**config.mk**
```make
export PLATFORM = sky130hd
export DESIGN_NAME = mem_bypass_wrap
export DESIGN_NICKNAME = d
export VERILOG_FILES = /design/src/rtl/bypass_pkg.sv /design/src/rtl/bypass_mode_dec.sv /design/src/rtl/bypass_obs_regs.sv /design/src/rtl/bypass_fake_word.sv /design/src/rtl/bypass_out_mux.sv /design/src/rtl/mem_bypass_wrap.sv
export SDC_FILE = /design/constraint.sdc
export NUM_CORES = 1
export LEC_CHECK = 0
export BUFFER_PORTS_ARGS = -buffer_cell sky130_fd_sc_hd__clkbuf_2
export CAP_MARGIN = 10
export CORE_UTILIZATION = 52
export CTS_BUF_LIST = sky130_fd_sc_hd__clkbuf_4 sky130_fd_sc_hd__clkbuf_8
export DETAILED_ROUTE_END_ITERATION = 8
export GPL_ROUTABILITY_DRIVEN = 0
export GPL_TIMING_DRIVEN = 0
export PLACE_DENSITY = 0.83
export SLEW_MARGIN = 20
export SYNTH_ARGS = -nofsm -noshare
export SYNTH_HDL_FRONTEND = slang
export SYNTH_SLANG_ARGS = --single-unit
```
**constraint.sdc**
```tcl
create_clock -name clk -period 1.28 [get_ports clk]
set_input_delay 0.128 -clock clk [delete_from_list [all_inputs] [get_ports clk]]
set_output_delay 0.128 -clock clk [all_outputs]
set_load 0.01 [all_outputs]
```
**src/rtl/bypass_pkg.sv**
```systemverilog
package bypass_pkg;

    typedef enum logic [1:0] {
        MODE_FUNC  = 2'b00,
        MODE_BLOCK = 2'b01,
        MODE_PASS  = 2'b10,
        MODE_FAKE  = 2'b11
    } tmode_e;

    typedef enum logic [1:0] {
        OSEL_MEM   = 2'b00,
        OSEL_CONST = 2'b01,
        OSEL_DIN   = 2'b10,
        OSEL_WORD  = 2'b11
    } osel_e;

    typedef struct packed {
        logic  scan_act;   // capture address and strobes
        logic  cap_din;    // capture write data
        logic  fake_en;    // word register active
        osel_e osel;       // output source
    } dec_t;

endpackage

```
**src/rtl/bypass_mode_dec.sv**
```systemverilog
module bypass_mode_dec
    import bypass_pkg::*;
(
    input  logic [1:0] mode_i,
    output dec_t       dec_o
);

    always_comb begin
        dec_o = '0;
        case (tmode_e'(mode_i))
            MODE_FUNC: begin
                dec_o.osel = OSEL_MEM;
            end
            MODE_BLOCK: begin
                dec_o.scan_act = 1'b1;
                dec_o.cap_din  = 1'b1;
                dec_o.osel     = OSEL_CONST;
            end
            MODE_PASS: begin
                dec_o.scan_act = 1'b1;
                dec_o.cap_din  = 1'b1;
                dec_o.osel     = OSEL_DIN;
            end
            default: begin
                dec_o.scan_act = 1'b1;
                dec_o.fake_en  = 1'b1;
                dec_o.osel     = OSEL_WORD;
            end
        endcase
    end

endmodule

```
**src/rtl/bypass_obs_regs.sv**
```systemverilog
module bypass_obs_regs #(
    parameter int ADDR_W = 8,
    parameter int DATA_W = 16
) (
    input  logic              clk,
    input  logic              rst_n,
    input  logic              scan_act_i,
    input  logic              cap_din_i,
    input  logic [ADDR_W-1:0] addr_i,
    input  logic [DATA_W-1:0] wdata_i,
    input  logic              wr_i,
    input  logic              rd_i,
    output logic [ADDR_W-1:0] obs_addr_o,
    output logic [DATA_W-1:0] obs_wdata_o,
    output logic [1:0]        obs_ctrl_o
);

    typedef struct packed {
        logic [ADDR_W-1:0] addr;
        logic [DATA_W-1:0] wdata;
        logic [1:0]        ctrl;
    } obs_t;

    obs_t st_d, st_q;
    logic past_ok_q;

    always_comb begin
        st_d = st_q;
        if (scan_act_i) begin
            st_d.addr = addr_i;
            st_d.ctrl = {rd_i, wr_i};
        end
        if (cap_din_i) begin
            st_d.wdata = wdata_i;
        end
    end

    always_ff @(posedge clk or negedge rst_n) begin
        if (!rst_n) begin
            st_q      <= '0;
            past_ok_q <= 1'b0;
        end else begin
            st_q      <= st_d;
            past_ok_q <= 1'b1;
        end
    end

    assign obs_addr_o  = st_q.addr;
    assign obs_wdata_o = st_q.wdata;
    assign obs_ctrl_o  = st_q.ctrl;

    p_obs_cap_r7: assert property (@(posedge clk) disable iff (!rst_n)
        past_ok_q && $past(scan_act_i) |-> obs_addr_o == $past(addr_i)
                                        && obs_ctrl_o == $past({rd_i, wr_i}));

    p_obs_hold_r7: assert property (@(posedge clk) disable iff (!rst_n)
        past_ok_q && $past(!scan_act_i) |-> $stable(obs_addr_o) && $stable(obs_ctrl_o));

    p_obs_din_r8: assert property (@(posedge clk) disable iff (!rst_n)
        past_ok_q && $past(!cap_din_i) |-> $stable(obs_wdata_o));

endmodule

```
**src/rtl/bypass_fake_word.sv**
```systemverilog
module bypass_fake_word #(
    parameter int DATA_W = 16
) (
    input  logic              clk,
    input  logic              rst_n,
    input  logic              en_i,
    input  logic              wr_i,
    input  logic              rd_i,
    input  logic [DATA_W-1:0] wdata_i,
    output logic [DATA_W-1:0] rdata_o
);

    typedef struct packed {
        logic [DATA_W-1:0] word;
        logic [DATA_W-1:0] rd;
    } fw_t;

    fw_t  st_d, st_q;
    logic past_ok_q;

    always_comb begin
        st_d = st_q;
        if (en_i) begin
            if (rd_i) st_d.rd   = st_q.word;
            if (wr_i) st_d.word = wdata_i;
        end
    end

    always_ff @(posedge clk or negedge rst_n) begin
        if (!rst_n) begin
            st_q      <= '0;
            past_ok_q <= 1'b0;
        end else begin
            st_q      <= st_d;
            past_ok_q <= 1'b1;
        end
    end

    assign rdata_o = st_q.rd;

    p_wr_load_r4: assert property (@(posedge clk) disable iff (!rst_n)
        past_ok_q && $past(en_i && wr_i) |-> st_q.word == $past(wdata_i));

    p_rd_hold_r4: assert property (@(posedge clk) disable iff (!rst_n)
        past_ok_q && $past(!(en_i && rd_i)) |-> $stable(rdata_o));

    p_word_keep_r5: assert property (@(posedge clk) disable iff (!rst_n)
        past_ok_q && $past(!(en_i && wr_i)) |-> $stable(st_q.word));

    p_rd_old_r6: assert property (@(posedge clk) disable iff (!rst_n)
        past_ok_q && $past(en_i && rd_i) |-> rdata_o == $past(st_q.word));

endmodule

```
**src/rtl/bypass_out_mux.sv**
```systemverilog
module bypass_out_mux
    import bypass_pkg::*;
#(
    parameter int                DATA_W    = 16,
    parameter logic [DATA_W-1:0] CONST_VAL = '0
) (
    input  osel_e             osel_i,
    input  logic [DATA_W-1:0] mem_i,
    input  logic [DATA_W-1:0] din_i,
    input  logic [DATA_W-1:0] word_i,
    output logic [DATA_W-1:0] dout_o
);

    always_comb begin
        case (osel_i)
            OSEL_MEM:   dout_o = mem_i;
            OSEL_CONST: dout_o = CONST_VAL;
            OSEL_DIN:   dout_o = din_i;
            default:    dout_o = word_i;
        endcase
    end

endmodule

```
**src/rtl/mem_bypass_wrap.sv**
```systemverilog
module mem_bypass_wrap
    import bypass_pkg::*;
#(
    parameter int                ADDR_W    = 8,
    parameter int                DATA_W    = 16,
    parameter logic [DATA_W-1:0] BLOCK_VAL = {(DATA_W/2){2'b10}}
) (
    input  logic              clk,
    input  logic              rst_n,
    input  logic [1:0]        test_mode,
    input  logic [ADDR_W-1:0] addr_i,
    input  logic [DATA_W-1:0] wdata_i,
    input  logic              wr_i,
    input  logic              rd_i,
    input  logic [DATA_W-1:0] mem_rdata_i,
    output logic [DATA_W-1:0] dout_o,
    output logic [ADDR_W-1:0] obs_addr_o,
    output logic [DATA_W-1:0] obs_wdata_o,
    output logic [1:0]        obs_ctrl_o
);

    dec_t              dec;
    logic [DATA_W-1:0] fake_rdata;

    bypass_mode_dec u_dec (
        .mode_i (test_mode),
        .dec_o  (dec)
    );

    bypass_obs_regs #(
        .ADDR_W (ADDR_W),
        .DATA_W (DATA_W)
    ) u_obs (
        .clk         (clk),
        .rst_n       (rst_n),
        .scan_act_i  (dec.scan_act),
        .cap_din_i   (dec.cap_din),
        .addr_i      (addr_i),
        .wdata_i     (wdata_i),
        .wr_i        (wr_i),
        .rd_i        (rd_i),
        .obs_addr_o  (obs_addr_o),
        .obs_wdata_o (obs_wdata_o),
        .obs_ctrl_o  (obs_ctrl_o)
    );

    bypass_fake_word #(
        .DATA_W (DATA_W)
    ) u_fake (
        .clk     (clk),
        .rst_n   (rst_n),
        .en_i    (dec.fake_en),
        .wr_i    (wr_i),
        .rd_i    (rd_i),
        .wdata_i (wdata_i),
        .rdata_o (fake_rdata)
    );

    bypass_out_mux #(
        .DATA_W    (DATA_W),
        .CONST_VAL (BLOCK_VAL)
    ) u_mux (
        .osel_i (dec.osel),
        .mem_i  (mem_rdata_i),
        .din_i  (wdata_i),
        .word_i (fake_rdata),
        .dout_o (dout_o)
    );

    p_func_r1: assert property (@(posedge clk) disable iff (!rst_n)
        test_mode == 2'b00 |-> dout_o == mem_rdata_i);

    p_block_r2: assert property (@(posedge clk) disable iff (!rst_n)
        test_mode == 2'b01 |-> dout_o == BLOCK_VAL);

    p_pass_r3: assert property (@(posedge clk) disable iff (!rst_n)
        test_mode == 2'b10 |-> dout_o == wdata_i);

endmodule

```
==> implementation parameters <==
Parameter                              Value

Die
  Core Area    0.004723 mm2
  Die Area    between 0.005 and 0.006 mm2
  Die H    71.99 um
  Top Ports    88
  Width of the chip    71.99 um
  Effective utilization at floorplan    53.93%
  Number of standard-cell rows in the floorplan    25

Outcome
  Run status    complete, no violations

Finish
  Finished layout cell area    about 0.0036 mm2
  Ant. Diodes    0
  Share of the core filled with cells    75.58%
  Area growth syn-to-layout    40.13%
  Layout cells sized above 1    66.78%
  Fillers    316
  Final Non-Filler Cells    365
  # nets final    344

Logic synthesis
  Synth Register Bits    58
  Yosys Warn Count    0
  Fraction of the yosys area taken by sequential cells    approximately 57%
  Net count after synthesis    about 240
  Number of instances in the synthesized netlist    185
  Syn_area_per_cell    13.77 um2
  Post-synthesis cell type count    16
  Post-synthesis instance area    0.002547 mm2

Global routing
  Global-route met1 utilization    31.23%
  Number of antenna violations at the first check in global routing    0
  Pin count of the biggest net entering global routing    41
  Met3 routing resource usage after global routing    5.139%
  Met2 Resource Use GR    38.26%
  Vias in the first global route    approximately 1900
  Wire length of the first global-routing pass    8928 um
  Layer carrying the most global-route usage    met2
  Global route overflow    0
  GR Util All Layers    23.82%

Worst setup path
  Worst setup path startpoint    test_mode[0]
  CP Data Required Time    about 1.2 ns
  Crit Path Category    in2out
  FF-to-FF Start    u_fake.st_q[25]$_DFFE_PN0P_
  Crit path capture type    output port
  Largest fanout on the critical path    5
  Data arrival time of the critical path    around 1.1 ns
  Setup crit start kind    input port

Placement
  Placed Instances    340
  Pre-CTS setup slack    -0.2698 ns
  Dpl hpwl    3654 um
  Instance area at placement    0.003089 mm2
  Port Buffers    a little under 90

Clock network
  Clock transition at the registers of the reported paths    0.06 ns
  Number of buffers created by CTS    9
  Sinks on the clock net    58
  Max Buffers Root-to-Sink    2
  Worst-Skew Late Latency    0.34 ns
  Clock root buffer master    sky130_fd_sc_hd__clkbuf_8
  H-tree Lvls    3
  Clock tree from TritonCTS    yes

STA
  Setup violation total in the final timing report    0
  Highest attainable clock frequency    0.7893 GHz
  Worst slew slack as a fraction of its limit    74.77%
  Final clock period utilization by the worst path    98.98%
  Number of pins with negative max-slew slack in the final report    0
  Tightest Pin Transition    0.3781 ns
  Minimum period implied by the final worst setup slack    1.267 ns
  PnR worst setup slack    0.01308 ns
  Worst clock skew    0.01131 ns
  Final Hold Fails    0
  Aggregate negative setup slack    0 ns

Route
  First-pass detailed-route iteration total    4
  Routed wire per std cell    15.56 um
  Via total after detailed routing    1845
  Number of remaining DRC errors    0
  Number of violations reported at the end of detailed-routing iteration 0    a little under 100
  Final wirelength    about 5700 um
  Via density per instance    5.055
  Count of nets left with antenna violations after detail routing    0

Hold path
  Worst hold path type    in2reg
  Beginning of the worst hold path    addr_i[3]

Pwr
  Pleak    approximately 0.0017 uW
  Peak supply drop    1005 uV
  Power density over cell area    1447 mW/mm2

Run
  Number of maximum-capacitance violations    0
## report_power, final
part	internal, uW	switching [uW]
Sequential	2190	173
Clock	1020	711
Combinational	598	468
Total	3810	1350
## synthesized netlist by cell type
library cell,instances,area [um2]
sky130_fd_sc_hd__dfrtp_1,58,1451
sky130_fd_sc_hd__mux2_2,58,653.1
sky130_fd_sc_hd__a22oi_1,16,120.1
sky130_fd_sc_hd__a21oi_1,8,40.04
sky130_fd_sc_hd__nand2_1,8,30.03
sky130_fd_sc_hd__nor2b_1,8,50.05
sky130_fd_sc_hd__o21ai_0,8,40.04
sky130_fd_sc_hd__ha_1,5,62.56
sky130_fd_sc_hd__buf_2,3,15.01
sky130_fd_sc_hd__buf_6,3,33.78
sky130_fd_sc_hd__buf_4,2,15.01
sky130_fd_sc_hd__clkbuf_1,2,7.510
sky130_fd_sc_hd__inv_1,2,7.510
sky130_fd_sc_hd__nand2_2,2,12.51
sky130_fd_sc_hd__clkbuf_2,1,5.000
sky130_fd_sc_hd__nor2_1,1,3.750
## layout by cell type (no fill, tap or decap), drive strengths merged
master       instances
dlygate4sd3          1
mux2                58
dfrtp               58
a22oi               16
bufinv               1
buf                 25
a21oi                8
ha                   5
nor2b                8
o21ai                8
clkbuf              94
clkinvlp             2
nand2               10
clkinv               1
inv                  2
nor2                 1
## final cells by class
cell class                      count  area (um2)  share of cell area (%)
Timing Repair Buffer               97       595.6                   16.68
Inverter                            2       10.01                  0.2804
Tap cell                           67       83.83                   2.348
Buffer                             11       127.6                   3.575
Sequential cell                    58        1451                   40.66
Clock buffer                       12       158.9                   4.451
Clock inverter                      4       50.05                   1.402
Multi-Input combinational cell    114        1092                   30.60
## critical path, cell delays in order
cell	delay, ns
sky130_fd_sc_hd__clkbuf_8	0.12
sky130_fd_sc_hd__inv_4	0.05
sky130_fd_sc_hd__ha_4	0.15
sky130_fd_sc_hd__buf_6	0.13
sky130_fd_sc_hd__buf_8	0.13
sky130_fd_sc_hd__a22oi_2	0.17
sky130_fd_sc_hd__a21oi_1	0.09
sky130_fd_sc_hd__buf_2	0.16
## kinds of logic after synthesis
kind of cell	after synthesis	share of synthesized area, %
muxes	58	25.64
DFF	58	56.97
AOI/OAI and AO/OA	32	7.859
and+or+nand+nor	19	3.782
buffers and inverters	13	3.290
adders and majority gates	5	2.456
## what timing repair did
action / 4_1_cts / 5_1_grt
cloned: 1 / 1
pin swaps: 2 / 1
resized for setup: 30 / 24
hold buffers: 1 / 0
hold endpoints to repair: 26 / 0
setup endpoints to repair: 16 / 16
buffers inserted: 1 / 5
## flip-flops by register name, indices dropped and copies added (netlist names)
name,cells
u_obs.obs_addr_o,8
u_obs.obs_wdata_o,16
u_obs.obs_ctrl_o,2
u_fake.rdata_o,16
u_fake.st_q,16
## final timing paths
kind | slack, ns | cells after the start | endpoint
worst max-delay path | 0.01 | 8 | dout_o[15]
worst min-delay path | 0.03 | 2 | u_obs.obs_addr_o[3]$_DFFE_PN0P_
worst max register to register | 0.50 | 1 | u_fake.st_q[25]$_DFFE_PN0P_
worst min register to register | 0.49 | 1 | u_fake.rdata_o[11]$_DFFE_PN0P_
max in group asynchronous | 0.56 | 3 | u_fake.rdata_o[0]$_DFFE_PN0P_
min in group asynchronous | 0.24 | 2 | u_obs.obs_addr_o[3]$_DFFE_PN0P_
## per-layer routing
metal | share of wire, % | routed length (um)
met5 | 0 | 0
met3 | 5.3 | 299
met2 | 48 | 2721
met4 | 1.6 | 91
met1 | 45 | 2568
## through the flow
stage,hold slack [ns],total power (uW)
detailed placement,0.05098,3364
finish,0.02587,5166
floorplan,-0.1676,2949
global placement,0.3594,3308
global route,0.02408,5410
CTS,0.01217,5156
No activity file was read; power rests on OpenSTA's default activity.
